File: src/rtl/mvm_pkg.sv
package mvm_pkg;

  typedef enum logic [1:0] {
    MVM_IDLE  = 2'd0,
    MVM_FEED  = 2'd1,
    MVM_DRAIN = 2'd2
  } mvm_state_e;

  // Width that holds a sum of `terms` signed dw x dw products without wrap.
  function automatic int mvm_acc_width(input int dw, input int terms);
    return 2 * dw + $clog2(terms);
  endfunction

endpackage

File: src/rtl/mvm_ctrl.sv
module mvm_ctrl #(
  parameter int COLS = 5
) (
  input  logic clk,
  input  logic rst,
  input  logic start,
  input  logic tail_fire,
  output logic col_valid,
  output logic col_first,
  output logic col_last,
  output logic busy,
  output logic done
);
  import mvm_pkg::*;

  localparam int CW = (COLS > 1) ? $clog2(COLS) : 1;
  localparam logic [CW-1:0] LAST_COL = CW'(COLS - 1);

  mvm_state_e      state_q, state_d;
  logic [CW-1:0]   cnt_q, cnt_d;
  logic            accept;
  logic            feeding;

  assign accept    = start && (state_q == MVM_IDLE);
  assign feeding   = (state_q == MVM_FEED);
  assign col_valid = accept || feeding;
  assign col_first = accept;
  assign col_last  = (accept && (COLS == 1)) || (feeding && (cnt_q == LAST_COL));
  assign busy      = (state_q != MVM_IDLE);

  always_comb begin
    state_d = state_q;
    cnt_d   = cnt_q;
    case (state_q)
      MVM_IDLE: begin
        if (accept) begin
          cnt_d   = CW'(1);
          state_d = (COLS == 1) ? MVM_DRAIN : MVM_FEED;
        end
      end
      MVM_FEED: begin
        cnt_d = cnt_q + CW'(1);
        if (col_last) state_d = MVM_DRAIN;
      end
      MVM_DRAIN: state_d = MVM_DRAIN;
      default:   state_d = MVM_IDLE;
    endcase
    // the last row finishing ends the job regardless of phase
    if (tail_fire) state_d = MVM_IDLE;
  end

  always_ff @(posedge clk) begin
    if (rst) begin
      state_q <= MVM_IDLE;
      cnt_q   <= '0;
      done    <= 1'b0;
    end else begin
      state_q <= state_d;
      cnt_q   <= cnt_d;
      done    <= tail_fire;
    end
  end

endmodule

File: src/rtl/mvm_skew.sv
module mvm_skew #(
  parameter int DW    = 8,
  parameter int DEPTH = 1
) (
  input  logic          clk,
  input  logic [DW-1:0] din,
  output logic [DW-1:0] dout
);
  // Plain shift register without reset so it can map onto shift-register LUTs.
  logic [DW-1:0] pipe [DEPTH];

  always_ff @(posedge clk) pipe[0] <= din;

  for (genvar k = 1; k < DEPTH; k++) begin : g_tap
    always_ff @(posedge clk) pipe[k] <= pipe[k-1];
  end

  assign dout = pipe[DEPTH-1];

endmodule

File: src/rtl/mvm_pe.sv
module mvm_pe #(
  parameter int DW   = 8,
  parameter int ACCW = 19
) (
  input  logic                   clk,
  input  logic                   rst,
  input  logic [DW-1:0]          a_in,
  input  logic [DW-1:0]          v_in,
  input  logic                   vld_in,
  input  logic                   first_in,
  input  logic                   last_in,
  output logic signed [ACCW-1:0] res,
  output logic                   res_vld
);
  logic signed [2*DW-1:0] prod;
  logic signed [ACCW-1:0] prod_x;
  logic signed [ACCW-1:0] acc_q;
  logic signed [ACCW-1:0] sum;

  assign prod   = $signed(a_in) * $signed(v_in);
  assign prod_x = ACCW'(prod);
  assign sum    = (first_in ? '0 : acc_q) + prod_x;

  always_ff @(posedge clk) begin
    if (rst) begin
      acc_q   <= '0;
      res     <= '0;
      res_vld <= 1'b0;
    end else begin
      res_vld <= vld_in && last_in;
      if (vld_in) acc_q <= sum;
      if (vld_in && last_in) res <= sum;
    end
  end

endmodule

File: src/rtl/mvm_systolic.sv
module mvm_systolic #(
  parameter int ROWS = 4,
  parameter int COLS = 5,
  parameter int DW   = 8
) (
  input  logic                          clk,
  input  logic                          rst,
  input  logic                          start,
  input  logic [ROWS*DW-1:0]            mat_in,
  input  logic [DW-1:0]                 vec_in,
  output logic [ROWS*mvm_pkg::mvm_acc_width(DW, COLS)-1:0] res_out,
  output logic [ROWS-1:0]               res_valid,
  output logic                          busy,
  output logic                          done
);
  import mvm_pkg::*;

  localparam int ACCW = mvm_acc_width(DW, COLS);

  // stage p carries what PE p consumes this cycle
  logic [DW-1:0] st_v     [ROWS];
  logic          st_vld   [ROWS];
  logic          st_first [ROWS];
  logic          st_last  [ROWS];
  logic [DW-1:0] a_sk     [ROWS];
  logic          tail_fire;

  mvm_ctrl #(.COLS(COLS)) u_ctrl (
    .clk       (clk),
    .rst       (rst),
    .start     (start),
    .tail_fire (tail_fire),
    .col_valid (st_vld[0]),
    .col_first (st_first[0]),
    .col_last  (st_last[0]),
    .busy      (busy),
    .done      (done)
  );

  assign st_v[0]   = vec_in;
  assign tail_fire = st_vld[ROWS-1] && st_last[ROWS-1];

  for (genvar p = 0; p < ROWS; p++) begin : g_row
    if (p == 0) begin : g_head
      assign a_sk[0] = mat_in[DW-1:0];
    end else begin : g_link
      mvm_skew #(.DW(DW), .DEPTH(p)) u_skew (
        .clk  (clk),
        .din  (mat_in[p*DW +: DW]),
        .dout (a_sk[p])
      );

      always_ff @(posedge clk) st_v[p] <= st_v[p-1];

      always_ff @(posedge clk) begin
        if (rst) begin
          st_vld[p]   <= 1'b0;
          st_first[p] <= 1'b0;
          st_last[p]  <= 1'b0;
        end else begin
          st_vld[p]   <= st_vld[p-1];
          st_first[p] <= st_vld[p-1] && st_first[p-1];
          st_last[p]  <= st_vld[p-1] && st_last[p-1];
        end
      end
    end

    logic signed [ACCW-1:0] row_res;

    mvm_pe #(.DW(DW), .ACCW(ACCW)) u_pe (
      .clk      (clk),
      .rst      (rst),
      .a_in     (a_sk[p]),
      .v_in     (st_v[p]),
      .vld_in   (st_vld[p]),
      .first_in (st_first[p]),
      .last_in  (st_last[p]),
      .res      (row_res),
      .res_vld  (res_valid[p])
    );

    assign res_out[p*ACCW +: ACCW] = row_res;
  end

endmodule

File: config.mk
export PLATFORM = sky130hd
export DESIGN_NAME = mvm_systolic
export DESIGN_NICKNAME = d
export VERILOG_FILES = /design/src/rtl/mvm_pkg.sv /design/src/rtl/mvm_ctrl.sv /design/src/rtl/mvm_skew.sv /design/src/rtl/mvm_pe.sv /design/src/rtl/mvm_systolic.sv
export SDC_FILE = /design/constraint.sdc
export NUM_CORES = 1
export LEC_CHECK = 0
export ABC_AREA = 1
export CORE_ASPECT_RATIO = 0.7
export CORE_MARGIN = 3
export CORE_UTILIZATION = 50
export DETAILED_ROUTE_END_ITERATION = 10
export DONT_BUFFER_PORTS = 1
export PLACE_DENSITY = 0.76
export SLEW_MARGIN = 20
export SYNTH_ARGS = -nofsm -noshare
export SYNTH_HDL_FRONTEND = slang
export SYNTH_SLANG_ARGS = --single-unit
File: constraint.sdc
create_clock -name clk -period 7.1 [get_ports clk]
set_input_delay 1.42 -clock clk [delete_from_list [all_inputs] [get_ports clk]]
set_output_delay 1.42 -clock clk [all_outputs]
set_load 0.02 [all_outputs]
# Word-level counts from Yosys, hierarchy flattened
# Memories as Yosys holds them, arrays and structs flattened.
# Index checks and enable logic that the tools add are counted.
# word_totals
regBits	191
mem_bits_rw	48
input_bits	43
out_inout_bits	82
word_cells	65
memories	3
# classes
add_sub_neg	5
mul	4
eq_ne	5
n_mux	9
n_reduce_logical	16
# memory_table
memory	words	word_bits	rd	rd_clocked_by_memory_dff	write_ports	line	source
g_row[3].g_link.u_skew.pipe	3	8	3	0	3	mvm_skew.sv:10	logic [DW-1:0] pipe [DEPTH];
g_row[2].g_link.u_skew.pipe	2	8	2	0	2	mvm_skew.sv:10	
g_row[1].g_link.u_skew.pipe	1	8	1	0	1	mvm_skew.sv:10	
# op_table
cell	n
$add A19 B19 Y19	4
$mux W19	4
$mul A8 B8 Y16	4
$logic_and A1 B1 Y1	9
$pmux W2 S3	1
$pmux W3 S2	1
$mux W2	2
$ne A2 B1 Y1 const B	2
$reduce_and A2 Y1	2
$reduce_bool A2 Y1	2
$add A3 B1 Y3 const B	1
$eq A3 B3 Y1 const B	1
$mux W3	1
$eq A2 B1 Y1 const B	1
$eq A2 B2 Y1 const B	1
$logic_not A2 Y1	1
$reduce_or A2 Y1	1
$logic_or A1 B1 Y1	1

# Longest topological paths before layout
# logic_depth
word_depth	4
mapped_depth	34
ltp_nobuf	33

# Cells and area by module
# A second synthesis with hierarchy kept.
# hier_totals
cells_unflattened	3237
hier_area_um2	23485.0
# by_module_without_submodules
mod	n_inst	cells_each	area_each_um2	seq_area_each_um2
mvm_pe (g_row[2].u_pe)	1	762	5391.4	780.7
mvm_pe (g_row[3].u_pe)	1	768	5367.6	780.7
mvm_pe (g_row[1].u_pe)	1	772	5295.1	780.7
mvm_pe (g_row[0].u_pe)	1	763	5241.3	780.7
mvm_systolic	1	54	747.0	660.6
mvm_skew (g_row[3].g_link.u_skew)	1	32	540.5	480.5
mvm_skew (g_row[2].g_link.u_skew)	1	24	380.4	320.3
mvm_ctrl	1	54	361.6	120.1
mvm_skew (g_row[1].g_link.u_skew)	1	8	160.2	160.2

# Worst setup path before layout
# OpenSTA, ideal clock, no wires.
# synth_path
path_type	input port to flip-flop
startpoint	input port mat_in[0]
endpoint	register g_row[0].u_pe.acc_q[17]
setup_time_ps	109
t_arrival_ps	6058
t_required_ps	6991
slack_ps	933
stages	30
n_path_buf	1
path_cell_list	clkbuf_1 > or2_2 > fa_1 > fa_1 > inv_1 > fa_1 > inv_1 > fa_1 > inv_1 > ha_1 > a21oi_1 > nand2_1 > nand4_1 > o211ai_1 > nand2_1 > nand2_1 > a21oi_1 > xnor2_1 > ha_1 > nand2_1 > nor2_1 > nand3_1 > nand2_1 > inv_1 > nor2_1 > nand3_2 > nand3_1 > nand3_1 > nand2_1 > inv_1
# synth_via
elab_chain_len	2
# synth_lines
element	line	source
start, declared	mvm_systolic.sv:9	input logic [ROWS*DW-1:0] mat_in,
$mul A8 B8 Y16	mvm_pe.sv:20	assign prod = $signed(a_in) * $signed(v_in);
$add A19 B19 Y19	mvm_pe.sv:22	assign sum = (first_in ? '0 : acc_q) + prod_x;
end signal, assigned	mvm_pe.sv:31	if (vld_in) acc_q <= sum;
end, declared	mvm_pe.sv:17	logic signed [ACCW-1:0] acc_q;
# Every way passes these cells.
# A chain may end at the register's enable or synchronous reset.

# Final worst setup path
# layout_path
startpoint	register st_v[7] in the netlist's numbering
endpoint	register g_row[3].u_pe.acc_q[14]
# layout_via
elab_chain_len	2
# layout_lines
element	line	source
start, declared	mvm_systolic.sv:21	logic [DW-1:0] st_v [ROWS];
start signal, assigned by index	mvm_systolic.sv:53	always_ff @(posedge clk) st_v[p] <= st_v[p-1];
$mul A8 B8 Y16	mvm_pe.sv:20	
$add A19 B19 Y19	mvm_pe.sv:22	
end signal, assigned	mvm_pe.sv:31	
end, declared	mvm_pe.sv:17	
# Every way passes these cells.

==> results by group <==
Clock network
  • H-tree depth: 1
  • Inserted Clock Buffers: 25
  • CTS tree: built
  • Clock sinks: 239
  • Setup Buffers After CTS: 0
  • Clock transition at the registers of the reported paths: 80 ps
  • Max clock buf depth: 3
  • Hold buffer count at CTS: 0
  • Worst-skew pair later-pin latency: 560 ps
  • Clock root cell: clkbuf_16
  • Post-cts gate resize count: 0

Placed design
  • GPL Wtd Cong: 0.929
  • # port buffers: 0
  • Dpl hpwl: 40900 um

Route
  • DR iter-0 viols: 1246
  • Routed Antenna Nets: 0
  • Routed wl met2: 22800 um
  • Total iterations of the first detailed-routing run: 6
  • Routed WL: 51600 um
  • Top metal layer carrying routed signals: met4
  • Vias per inst: 4.92
  • Routed len/inst: 14.1 um
  • Metal-1 WL: 23900 um
  • Met3 routed WL: 3310 um
  • DRC viols: 0
  • Vias: 18000

Power
  • Peak supply drop: 271 uV
  • Sequential share of power: 0.147
  • Total power: 0.0106 W
  • Power per cell area: 445 nW/um2
  • Comb pwr share: 0.716
  • Leak: 13.9 nW
  • Switching Power: 0.00555 W
  • Pint: 0.00505 W
  • Switch share: 0.524
  • Clock share of power: 0.137

Final layout
  • Area grow syn2layout: 5.41%
  • N_diodes: 0
  • Share of post-route cells with drive strength above 1: 0.0270
  • Nets: 3515
  • Most common cell after layout, fill and taps aside: inv_1
  • Most frequent cells in the layout: 841 x inv_1, 616 x nand2_1, 242 x nor2_1

Critical path
  • CP endpoint kind: flip-flop
  • Top cell by count, worst path: inv_1
  • CP max FO: 8
  • Family with the most delay on the worst path: adder cells
  • WP depth: 26
  • Critical path launch point type: flip-flop
  • Crit-path slowest cell: fa_1
  • CP peak stage delay: 520 ps
  • Worst Path Buf+Inv: 6
  • Kind of critical path: reg -> reg
  • Worst EP required: 7560 ps
  • CP arrival: 6410 ps
  • Critical path launch point: st_v[7]$_DFF_P_
  • FF-to-FF path depth: 26
  • R2R Path Start: st_v[7]$_DFF_P_

Timing
  • Hold WS: 319 ps
  • Unrepaired setup endpoints after global routing: false
  • Max Clock Skew: 19.6 ps
  • Final Max Slew Viols: 0
  • Final hold violation count: 0
  • Setup violators final: 0
  • Max_slew headroom: 0.395
  • Worst-Margin Slew: 907 ps
  • Max Freq: 168 MHz
  • Setup TNS: 0 ps
  • Min Clock Period, post-route: 5950 ps
  • Period utilisation layout: 0.838

Floorplan
  • Die Area: 47900 um2
  • Core box area: 44200 um2
  • FP Rows: 64
  • Initial Util: 0.512
  • Chip width: 260 um
  • Die Ht: 184 um
  • Num ports: 125

Global routing
  • First-pass GRT wire length: 87500 um
  • Remaining global-route overflow: 0
  • Vias in the first global route: 17600
  • Largest net degree at the start of global routing: 80
  • Initial antenna violation count: 0
  • Total GRT Usage: 0.223

Synthesis
  • Distinct cells, synth: 46
  • Main synth FF type: dfxtp_1
  • Average cell area after synthesis: 7.21 um2
  • Seq/Total Area, Yosys: 0.212
  • EDFF count, synth: 0
  • Post-Syn Area: 22600 um2
  • Synth async-reset ratio: 0
  • Synth Instances: 3137
  • Syn nets: 3596
  • Register bit total from synthesis: 239
  • Syn. warnings: 0

Hold path
  • Tightest Hold Check Type: reg -> reg
  • Hold Crit Start: g_row[2].g_link.u_skew.pipe[0][6]$_DFF_P_
  • Worst hold stages: 0

Status
  • Status: finished, final reports clean

Run
  • Max Cap Violations: 0
[final timing paths]
check | end | slack, ps
worst min register to register | g_row[2].g_link.u_skew.pipe[0][14]$_DFF_P_ | 320
worst max register to register | g_row[3].u_pe.acc_q[14]$_SDFFE_PP0P_ | 1150
worst min-delay path | g_row[2].g_link.u_skew.pipe[0][14]$_DFF_P_ | 320
worst max-delay path | g_row[3].u_pe.acc_q[14]$_SDFFE_PP0P_ | 1150
[Yosys cell counts (2+ instances only)]
cell / instances / area share
nand3b_1: 9 / 0.0030
nor3_2: 2 / 0.00089
o21bai_1: 9 / 0.0030
o21a_1: 4 / 0.0013
a32o_1: 2 / 0.00089
clkbuf_1: 92 / 0.015
or2_2: 9 / 0.0025
inv_1: 841 / 0.14
and2_1: 2 / 0.00055
o211ai_1: 37 / 0.012
nor2_2: 2 / 0.00055
nand2_1: 616 / 0.10
xor2_1: 67 / 0.026
nand3_2: 10 / 0.0044
ha_1: 192 / 0.11
nor4_1: 6 / 0.0017
clkinv_1: 5 / 0.00083
o21ai_0: 123 / 0.027
buf_2: 11 / 0.0024
xnor2_1: 34 / 0.013
a21oi_1: 154 / 0.034
o211a_1: 3 / 0.0013
a31oi_1: 4 / 0.0011
buf_1: 6 / 0.0010
a22o_1: 4 / 0.0015
nand4_1: 13 / 0.0036
a21o_1: 11 / 0.0037
nand2_2: 4 / 0.0011
fa_1: 224 / 0.20
or2_0: 2 / 0.00055
nand3_1: 138 / 0.031
dfxtp_1: 239 / 0.21
a21boi_1: 3 / 0.0010
a31o_2: 2 / 0.00077
nor2_1: 242 / 0.040
or2_1: 2 / 0.00055
buf_4: 4 / 0.0013
[cell type report]
| class | instances | area (um2) |
|---|---|---|
| inverter | 846 | 3180 |
| multi-input combinational | 1939 | 14200 |
| fill | 4245 | 20400 |
| clock inverter | 13 | 186 |
| tap | 594 | 743 |
| timing repair buffer | 5 | 37.5 |
| clock buffer | 32 | 702 |
| sequential | 239 | 4780 |
[metrics by stage]
step	std cells	setup slack [ps]	utilization	instance area [um2]
after floorplan	3137	933	-	22600
after global placement	3623	645	0.519	22900
after detailed placement	3623	587	0.519	22900
after CTS	3668	1170	0.539	23800
after global routing	3668	592	0.539	23800
final	3668	1150	0.539	23800
[logic make-up (layout without fill, tap and decap cells)]
logic type | count (synthesis) | count (layout) | synth area share
AO/OA/AOI/OAI | 364 | 364 | 0.0915
buffers and inverters | 959 | 896 | 0.160
adder cells (fa/ha/maj) | 416 | 416 | 0.305
AND/OR/NAND/NOR | 1058 | 1058 | 0.193
flip-flops | 239 | 239 | 0.212
XOR/XNOR | 101 | 101 | 0.0391
[power by group through the flow]
stage / Sequential, W / Clock (W) / Combinational, W
final: 0.00156 / 0.00145 / 0.00759
after CTS: 0.00155 / 0.00149 / 0.00757
after global routing: 0.00157 / 0.00154 / 0.00877
after floorplan: 0.00153 / 0 / 0.00601
after global placement: 0.00158 / 0 / 0.00742
after detailed placement: 0.00158 / 0 / 0.00750
[layer usage]
| layer | global-route usage | vias up |
|---|---|---|
| li1 | - | 9184 |
| met4 | 0.0635 | 0 |
| met5 | 0 | - |
| met1 | 0.304 | 8345 |
| met3 | 0.0387 | 85 |
| met2 | 0.365 | 421 |
[worst register-to-register path: stages, from the launching register on]
cell      delay [ps]
dfxtp_1          360
inv_1            160
or2_2            320
fa_1             450
fa_1             490
inv_1             50
fa_1             480
inv_1             50
fa_1             520
inv_1             60
ha_1             350
a21oi_1          170
nand2_1          130
nand2_1           80
a21oi_1           60
nor2_1           110
xor2_1           280
inv_1             90
ha_1             370
nand2_1          160
nor4_1           350
o21ai_0          210
nand2_1          110
xor2_1           240
nand2_1           80
o211ai_1          80
inv_1             50
[registers in the layout, indices dropped and copies added (netlist names)]
signal	cells
g_row.u_pe.acc_q	76
g_row.u_pe.res	76
g_row.g_link.u_skew.pipe	48
st_v	24
g_row.u_pe.res_vld	3
st_first	3
st_vld	3
u_ctrl.cnt_q	3
u_ctrl.state_q	2
u_ctrl.done	1
No activity file was read; power rests on OpenSTA's default activity.
